**config.mk**
```make
export PLATFORM = sky130hd
export DESIGN_NAME = busown_ctrl
export DESIGN_NICKNAME = d
export VERILOG_FILES = /design/src/rtl/busown_pkg.sv /design/src/rtl/busown_rsync.sv /design/src/rtl/busown_tmo.sv /design/src/rtl/busown_pcnt.sv /design/src/rtl/busown_seq.sv /design/src/rtl/busown_ctrl.sv
export SDC_FILE = /design/constraint.sdc
export NUM_CORES = 1
export LEC_CHECK = 0
export BUFFER_PORTS_ARGS = -buffer_cell sky130_fd_sc_hd__buf_4
export CORE_ASPECT_RATIO = 1.5
export CORE_MARGIN = 1
export CORE_UTILIZATION = 35
export DETAILED_ROUTE_END_ITERATION = 7
export GPL_TIMING_DRIVEN = 0
export PLACE_DENSITY = 0.6
export REMOVE_ABC_BUFFERS = 1
export SETUP_SLACK_MARGIN = 0.02
export SYNTH_ARGS = -nofsm -noshare
export SYNTH_HDL_FRONTEND = slang
export SYNTH_SLANG_ARGS = --single-unit
```
**constraint.sdc**
```tcl
create_clock -name clk -period 1.1 [get_ports clk]
set_input_delay 0.11 -clock clk [delete_from_list [all_inputs] [get_ports clk]]
set_output_delay 0.11 -clock clk [all_outputs]
set_load 0.01 [all_outputs]
```
**src/rtl/busown_pkg.sv**
```systemverilog
package busown_pkg;

  typedef enum logic [1:0] {
    OWN_RESET     = 2'b00,
    OWN_RESET_ACQ = 2'b01,
    OWN_RUN       = 2'b10,
    OWN_RUN_ACQ   = 2'b11
  } own_t;

  typedef enum logic [1:0] {
    CMD_RESET   = 2'd0,
    CMD_REQUEST = 2'd1,
    CMD_RELEASE = 2'd2,
    CMD_RESTART = 2'd3
  } cmd_t;

  typedef enum logic [2:0] {
    PH_IDLE    = 3'd0,
    PH_DROP    = 3'd1,
    PH_WAIT_HI = 3'd2,
    PH_WAIT_LO = 3'd3,
    PH_RST     = 3'd4,
    PH_BRQ     = 3'd5
  } phase_t;

  function automatic own_t with_acq(input own_t s, input logic acq);
    return own_t'({s[1], acq});
  endfunction

  function automatic own_t with_run(input own_t s, input logic run);
    return own_t'({run, s[0]});
  endfunction

endpackage

```
**src/rtl/busown_rsync.sv**
```systemverilog
module busown_rsync #(
  parameter int STAGES = 2
) (
  input  logic clk,
  input  logic arst_n,
  output logic srst_n
);
  logic [STAGES-1:0] sync_q;

  always_ff @(posedge clk or negedge arst_n) begin
    if (!arst_n) sync_q <= '0;
    else         sync_q <= {sync_q[STAGES-2:0], 1'b1};
  end

  assign srst_n = sync_q[STAGES-1];
endmodule

```
**src/rtl/busown_tmo.sv**
```systemverilog
module busown_tmo #(
  parameter int TICKS = 20
) (
  input  logic clk,
  input  logic rst_n,
  input  logic load,
  input  logic tick,
  output logic expired
);
  localparam int W = $clog2(TICKS + 1);

  logic [W-1:0] cnt_q, cnt_d;

  always_comb begin
    cnt_d = cnt_q;
    if (load)                    cnt_d = W'(TICKS);
    else if (tick && cnt_q != 0) cnt_d = cnt_q - 1'b1;
  end

  always_ff @(posedge clk or negedge rst_n) begin
    if (!rst_n) cnt_q <= '0;
    else        cnt_q <= cnt_d;
  end

  assign expired = (cnt_q == '0);


  tmo_reload_chk: assert property (@(posedge clk) disable iff (!rst_n)
    load |=> !expired);
endmodule

```
**src/rtl/busown_pcnt.sv**
```systemverilog
module busown_pcnt #(
  parameter int W = 5
) (
  input  logic         clk,
  input  logic         rst_n,
  input  logic         load,
  input  logic [W-1:0] val,
  output logic         done
);
  logic [W-1:0] cnt_q, cnt_d;

  always_comb begin
    cnt_d = cnt_q;
    if (load)             cnt_d = val;
    else if (cnt_q != 0)  cnt_d = cnt_q - 1'b1;
  end

  always_ff @(posedge clk or negedge rst_n) begin
    if (!rst_n) cnt_q <= '0;
    else        cnt_q <= cnt_d;
  end

  assign done = (cnt_q == '0);


  pulse_len_chk: assert property (@(posedge clk) disable iff (!rst_n)
    (load && val != '0) |=> !done);
endmodule

```
**src/rtl/busown_seq.sv**
```systemverilog
module busown_seq
  import busown_pkg::*;
#(
  parameter int RST_CYC    = 16,
  parameter int HPULSE_CYC = 2,
  parameter int PW         = 5
) (
  input  logic          clk,
  input  logic          rst_n,
  input  logic          cmd_valid,
  input  logic [1:0]    cmd_code,
  input  logic          busack_n,
  input  logic          tmo_exp,
  input  logic          pc_done,
  output logic          tmo_load,
  output logic          pc_load,
  output logic [PW-1:0] pc_val,
  output logic          busreq_n,
  output logic          bus_oe,
  output logic          rst_act,
  output own_t          own_state,
  output logic          busy,
  output logic          timeout_err
);
  phase_t ph_q,  ph_d;
  own_t   st_q,  st_d;
  own_t   tgt_q, tgt_d;
  logic   brq_q, brq_d;
  logic   oe_q,  oe_d;
  logic   ra_q,  ra_d;
  logic   err_q, err_d;
  logic   accept;

  assign accept = (ph_q == PH_IDLE) && cmd_valid;

  always_comb begin
    ph_d     = ph_q;
    st_d     = st_q;
    tgt_d    = tgt_q;
    brq_d    = brq_q;
    oe_d     = oe_q;
    ra_d     = ra_q;
    err_d    = 1'b0;
    tmo_load = 1'b0;
    pc_load  = 1'b0;
    pc_val   = '0;
    unique case (ph_q)
      PH_IDLE: begin
        if (cmd_valid) begin
          unique case (cmd_t'(cmd_code))
            CMD_RESET: begin
              oe_d  = 1'b0;
              ra_d  = 1'b1;
              tgt_d = OWN_RESET;
              ph_d  = PH_DROP;
            end
            CMD_REQUEST: begin
              if (!st_q[0]) begin
                brq_d    = 1'b0;
                tgt_d    = with_acq(st_q, 1'b1);
                tmo_load = 1'b1;
                ph_d     = PH_WAIT_LO;
              end
            end
            CMD_RELEASE: begin
              if (st_q[0]) begin
                oe_d  = 1'b0;
                tgt_d = with_acq(st_q, 1'b0);
                ph_d  = PH_DROP;
              end
            end
            CMD_RESTART: begin
              oe_d    = 1'b0;
              ra_d    = 1'b1;
              tgt_d   = with_run(st_q, 1'b1);
              pc_load = 1'b1;
              pc_val  = PW'(RST_CYC - 1);
              ph_d    = PH_RST;
            end
            default: ;
          endcase
        end
      end
      PH_DROP: begin
        brq_d    = 1'b1;
        tmo_load = 1'b1;
        ph_d     = PH_WAIT_HI;
      end
      PH_WAIT_HI: begin
        if (busack_n) begin
          st_d = tgt_q;
          ph_d = PH_IDLE;
        end else if (tmo_exp) begin
          st_d  = tgt_q;
          err_d = 1'b1;
          ph_d  = PH_IDLE;
        end
      end
      PH_WAIT_LO: begin
        if (!busack_n) begin
          oe_d = 1'b1;
          st_d = tgt_q;
          ph_d = PH_IDLE;
        end else if (tmo_exp) begin
          brq_d = 1'b1;
          st_d  = with_acq(tgt_q, 1'b0);
          err_d = 1'b1;
          ph_d  = PH_IDLE;
        end
      end
      PH_RST: begin
        if (pc_done) begin
          ra_d = 1'b0;
          if (tgt_q[0]) begin
            brq_d   = 1'b1;
            pc_load = 1'b1;
            pc_val  = PW'(HPULSE_CYC - 1);
            ph_d    = PH_BRQ;
          end else begin
            st_d = tgt_q;
            ph_d = PH_IDLE;
          end
        end
      end
      PH_BRQ: begin
        if (pc_done) begin
          brq_d    = 1'b0;
          tmo_load = 1'b1;
          ph_d     = PH_WAIT_LO;
        end
      end
      default: ph_d = PH_IDLE;
    endcase
  end

  always_ff @(posedge clk or negedge rst_n) begin
    if (!rst_n) begin
      ph_q  <= PH_IDLE;
      st_q  <= OWN_RESET;
      tgt_q <= OWN_RESET;
      brq_q <= 1'b1;
      oe_q  <= 1'b0;
      ra_q  <= 1'b1;
      err_q <= 1'b0;
    end else begin
      ph_q  <= ph_d;
      st_q  <= st_d;
      brq_q <= brq_d;
      oe_q  <= oe_d;
      ra_q  <= ra_d;
      err_q <= err_d;
      if (accept) tgt_q <= tgt_d;
    end
  end

  assign busreq_n    = brq_q;
  assign bus_oe      = oe_q;
  assign rst_act     = ra_q;
  assign own_state   = st_q;
  assign busy        = (ph_q != PH_IDLE);
  assign timeout_err = err_q;


  oe_after_ack_chk: assert property (@(posedge clk) disable iff (!rst_n)
    $rose(oe_q) |-> !$past(busack_n));


  float_before_drop_chk: assert property (@(posedge clk) disable iff (!rst_n)
    $rose(brq_q) |-> (!oe_q && !$past(oe_q)));


  tmo_pulse_chk: assert property (@(posedge clk) disable iff (!rst_n)
    err_q |=> !err_q);


  reset_cmd_chk: assert property (@(posedge clk) disable iff (!rst_n)
    (accept && cmd_code == 2'd0) |=> (!oe_q && ra_q && busy));


  busy_hold_chk: assert property (@(posedge clk) disable iff (!rst_n)
    (busy && cmd_valid && ph_q == PH_WAIT_LO && busack_n && !tmo_exp) |=> $stable(st_q));
endmodule

```
**src/rtl/busown_ctrl.sv**
```systemverilog
module busown_ctrl
  import busown_pkg::*;
#(
  parameter int TMO_TICKS  = 20,
  parameter int RST_CYC    = 16,
  parameter int HPULSE_CYC = 2,
  parameter int SYNC_STG   = 2
) (
  input  logic       clk,
  input  logic       rst_n,
  input  logic       cmd_valid,
  input  logic [1:0] cmd_code,
  input  logic       tmo_tick,
  input  logic       rst_pol,
  input  logic       busack_n,
  output logic       busreq_n,
  output logic       cpu_rst,
  output logic       bus_oe,
  output logic [1:0] own_state,
  output logic       acquired,
  output logic       busy,
  output logic       timeout_err
);
  localparam int MAXP = (RST_CYC > HPULSE_CYC) ? RST_CYC : HPULSE_CYC;
  localparam int PW   = $clog2(MAXP + 1);

  logic          srst_n;
  logic          tmo_load, tmo_exp;
  logic          pc_load, pc_done;
  logic [PW-1:0] pc_val;
  logic          rst_act;
  own_t          st;

  busown_rsync #(.STAGES(SYNC_STG)) u_rsync (
    .clk(clk), .arst_n(rst_n), .srst_n(srst_n)
  );

  busown_tmo #(.TICKS(TMO_TICKS)) u_tmo (
    .clk(clk), .rst_n(srst_n), .load(tmo_load), .tick(tmo_tick), .expired(tmo_exp)
  );

  busown_pcnt #(.W(PW)) u_pcnt (
    .clk(clk), .rst_n(srst_n), .load(pc_load), .val(pc_val), .done(pc_done)
  );

  busown_seq #(.RST_CYC(RST_CYC), .HPULSE_CYC(HPULSE_CYC), .PW(PW)) u_seq (
    .clk(clk), .rst_n(srst_n), .cmd_valid(cmd_valid), .cmd_code(cmd_code),
    .busack_n(busack_n), .tmo_exp(tmo_exp), .pc_done(pc_done),
    .tmo_load(tmo_load), .pc_load(pc_load), .pc_val(pc_val),
    .busreq_n(busreq_n), .bus_oe(bus_oe), .rst_act(rst_act),
    .own_state(st), .busy(busy), .timeout_err(timeout_err)
  );

  assign cpu_rst   = rst_pol ? rst_act : ~rst_act;
  assign own_state = st;
  assign acquired  = st[0];


  oe_needs_req_chk: assert property (@(posedge clk) disable iff (!srst_n)
    bus_oe |-> !busreq_n);
endmodule

```
==> results.sh <==
export IMPL_status="finished with violations"
export IMPL_violations="setup timing"
export IMPL_cts_buffer_depth=2
export IMPL_pin_count=16
export IMPL_placed_cell_area_um2=1580
export IMPL_port_buffers=15
export IMPL_die_w_um=54.3
export IMPL_clkSinkCount=23
export IMPL_max_freq_ghz=0.537
export IMPL_period_minus_slack_ns=1.86
export IMPL_place_hpwl_mm=2.28
export IMPL_dieArea_um2=4370
export IMPL_grt_max_degree=22
export IMPL_die_h_um=80.5
export IMPL_drive_gt1_frac=0.487
export IMPL_cp_required_ns=1.25
export IMPL_vdd_drop_max_mv=1.22
export IMPL_crit_path_start_kind="flip-flop"
export IMPL_powerDensity_nw_per_um2=2570
export IMPL_path_clk_slew_ns=0.09
export IMPL_r2r_start="u_tmo.cnt_q[1]$_DFFE_PN0P_"
export IMPL_worst_hold_slack_ns=0.102
export IMPL_r2r_cells=7
export IMPL_yosysSeqAreaShare=0.402
export IMPL_synth_cell_types=51
export IMPL_cts_made_buffers=3
export IMPL_hold_depth=2
export IMPL_slew_viol_final=0
export IMPL_holdCritStartpoint="tmo_tick"
export IMPL_htree_levels=1
export IMPL_track_usage=0.182
export IMPL_gp_congestion=0.812
export IMPL_ys_ff_latch=23
export IMPL_rrSetupSlack_ns=-0.76
export IMPL_min_period_over_period=1.69
export IMPL_yosysMostFrequentCell="dfrtp_1"
export IMPL_wire_per_inst_um=15.1
export IMPL_maxCapViolCount=0
export IMPL_synthToLayoutAreaGrowth_pct=40.3
export IMPL_drc=0
export IMPL_stdcell_area_um2=2020
export IMPL_syn_area_per_cell_um2=9.52
export IMPL_worstSetupEndpointType="flip-flop"
export IMPL_synth_top_cell_area_share=0.366
export IMPL_crit_path_max_fanout=6
export IMPL_holdPathEnd="u_tmo.cnt_q[1]$_DFFE_PN0P_"
export IMPL_initial_utilization=0.366
export IMPL_ant_nets=0
export IMPL_yosysWarnings=0
export IMPL_via_count=1297
export IMPL_drt_wl_total_mm=3.57
export IMPL_globalRouteOverflowTotal=0
export IMPL_crit_type="reg2reg"
export IMPL_hold_viol=0
export IMPL_synth_edf_count=0
export IMPL_async_reset_ff_frac=1.00
export IMPL_root_buffer="clkbuf_8"
export IMPL_cts_tree="built"
export IMPL_fin_total_pwr_mw=5.18
export IMPL_rows=28
export IMPL_synth_cells=151
export IMPL_drtIter0Drc=27
export IMPL_final_nets=210
export IMPL_finalSetupViolations=23
export IMPL_fin_ws_ns=-0.764
export IMPL_core_area_um2=3920
export IMPL_clk_latency_ns=0.26
export IMPL_ys_dominant_reg_cell="dfrtp_1"
export IMPL_drt_first_pass_iters=4
export IMPL_antenna_found_initial=0
export IMPL_grt_pass1_vias=1343
export IMPL_stdcell_count=236
export IMPL_placed_cells=205
export IMPL_synth_commonest_cells="dfrtp_1 (21), nor2_1 (14), a21oi_1 (11), inv_1 (11), ha_1 (10)"
export IMPL_synthesis_area_um2=1440
export IMPL_critPathArrivalTime_ns=2.02
export IMPL_synth_top_area_cell="dfrtp_1"
export IMPL_antenna_cells=0
export IMPL_power_leakage_nw=0.859
export IMPL_finClkSkew_ns=0.00168
export IMPL_r2r_end="u_seq.ph_q[1]$_DFFE_PN0P_"
export IMPL_rsz0062_at_grt="yes"
export IMPL_hold_class="in2reg"
export IMPL_synth_area_leaders="dfrtp_1 (37%), ha_1 (8.7%), a21oi_1 (3.8%)"
export IMPL_grt_pass1_wl_mm=5.87
export IMPL_tns_ns=-11.46
export IMPL_avgViaCountPerCell=5.50
-- kinds of logic (layout without fill, tap and decap cells) --
family | Yosys count | after routing | share of synthesized area
buffers and inverters | 17 | 57 | 0.0487
AO/OA/AOI/OAI | 34 | 34 | 0.159
flip-flops | 23 | 23 | 0.402
AND/OR/NAND/NOR | 54 | 54 | 0.218
other | 1 | 1 | 0.00261
XOR/XNOR | 8 | 8 | 0.0487
multiplexers | 4 | 4 | 0.0331
adder cells (fa/ha/maj) | 10 | 10 | 0.0870
-- where the power goes --
part	internal (mW)	switching, mW	total, mW
logic	1.65	1.33	2.98
clock network	0.256	0.284	0.540
registers	1.21	0.453	1.66
total	3.11	2.07	5.18
-- sequential cells by signal (all words and copies together) (netlist names) --
signal	cells
u_tmo.cnt_q	5
u_seq.ph_q	3
u_seq.own_state	2
u_pcnt.cnt_q	5
u_seq.bus_oe	1
u_seq.rst_act	1
u_seq.tgt_q	2
u_rsync.sync_q	2
u_seq.busreq_n	1
u_seq.timeout_err	1
-- cells in the final DEF, fill, tap and decap left out, types with 2 or more instances in the layout --
cell and instances:
a31oi_1 2, clkbuf_8 3, nand2_2 2, dfstp_2 2, a21oi_2 2, o21ai_2 3
a21oi_1 8, o21ai_0 4, or3b_2 2, buf_6 9, dfrtp_1 17, and3_4 2
or4b_4 2, xor2_1 2, nand4_1 3, dfrtp_2 4, xnor2_1 5, nand2b_1 4
ha_1 8, inv_1 6, nor3_2 2, nor2_1 13, nand3_1 5, inv_2 5
nor3_1 3, mux2_2 2, nand2_1 3, buf_4 32, ha_4 2
-- worst max-delay path, cell delays in order (launching register included) --
cell and delay, ns:
dfrtp_1 0.41, inv_2 0.09, ha_4 0.12, or4b_4 0.52
buf_4 0.17, nand3_1 0.09, a21oi_1 0.08, o221a_2 0.28
-- through the flow --
step / worst slack, ns / utilization
after floorplan: -0.690 / -
after global placement: -0.836 / 0.402
after detailed placement: -0.918 / 0.402
after CTS: -0.703 / 0.491
after global routing: -0.809 / 0.514
final: -0.764 / 0.514
-- metal layers --
layer / part of all wire / track usage / wire length (um)
met5: 0 / 0 / 0
met4: 0.022 / 0.0718 / 79
met3: 0.023 / 0.0208 / 81
met2: 0.58 / 0.337 / 2060
met1: 0.38 / 0.199 / 1350
-- worst max path at each step --
stage	startpoint	end	slack [ns]	cells past startpoint
after floorplan	u_pcnt.cnt_q[0]$_DFFE_PN0P_	u_seq.own_state[1]$_DFFE_PN0P_	-0.69	6
after global placement	u_pcnt.cnt_q[0]$_DFFE_PN0P_	u_seq.own_state[1]$_DFFE_PN0P_	-0.84	6
after detailed placement	u_pcnt.cnt_q[0]$_DFFE_PN0P_	u_tmo.cnt_q[2]$_DFFE_PN0P_	-0.92	6
after CTS	u_tmo.cnt_q[1]$_DFFE_PN0P_	u_seq.own_state[1]$_DFFE_PN0P_	-0.70	6
after global routing	u_tmo.cnt_q[1]$_DFFE_PN0P_	u_seq.ph_q[1]$_DFFE_PN0P_	-0.81	7
final	u_tmo.cnt_q[1]$_DFFE_PN0P_	u_seq.ph_q[1]$_DFFE_PN0P_	-0.76	7
-- area by class of cell --
type	instances	area (um^2)
Multi-Input combinational cell	111	936
Sequential cell	23	583
Inverter	11	41.3
Clock buffer	3	41.3
Timing Repair Buffer	42	352
Fill cell	371	1910
Tap cell	45	56.3
Clock inverter	1	7.51
-- repair_timing --
action	CTS	global route
hold buffers	1	0
gates resized for setup	39	12
pin swaps	13	9
buffers inserted	20	6
cloned	0	0
endpoints found under the hold margin	2	0
setup endpoints to repair	23	28
Note: power is estimated with default switching activity, not from simulation.
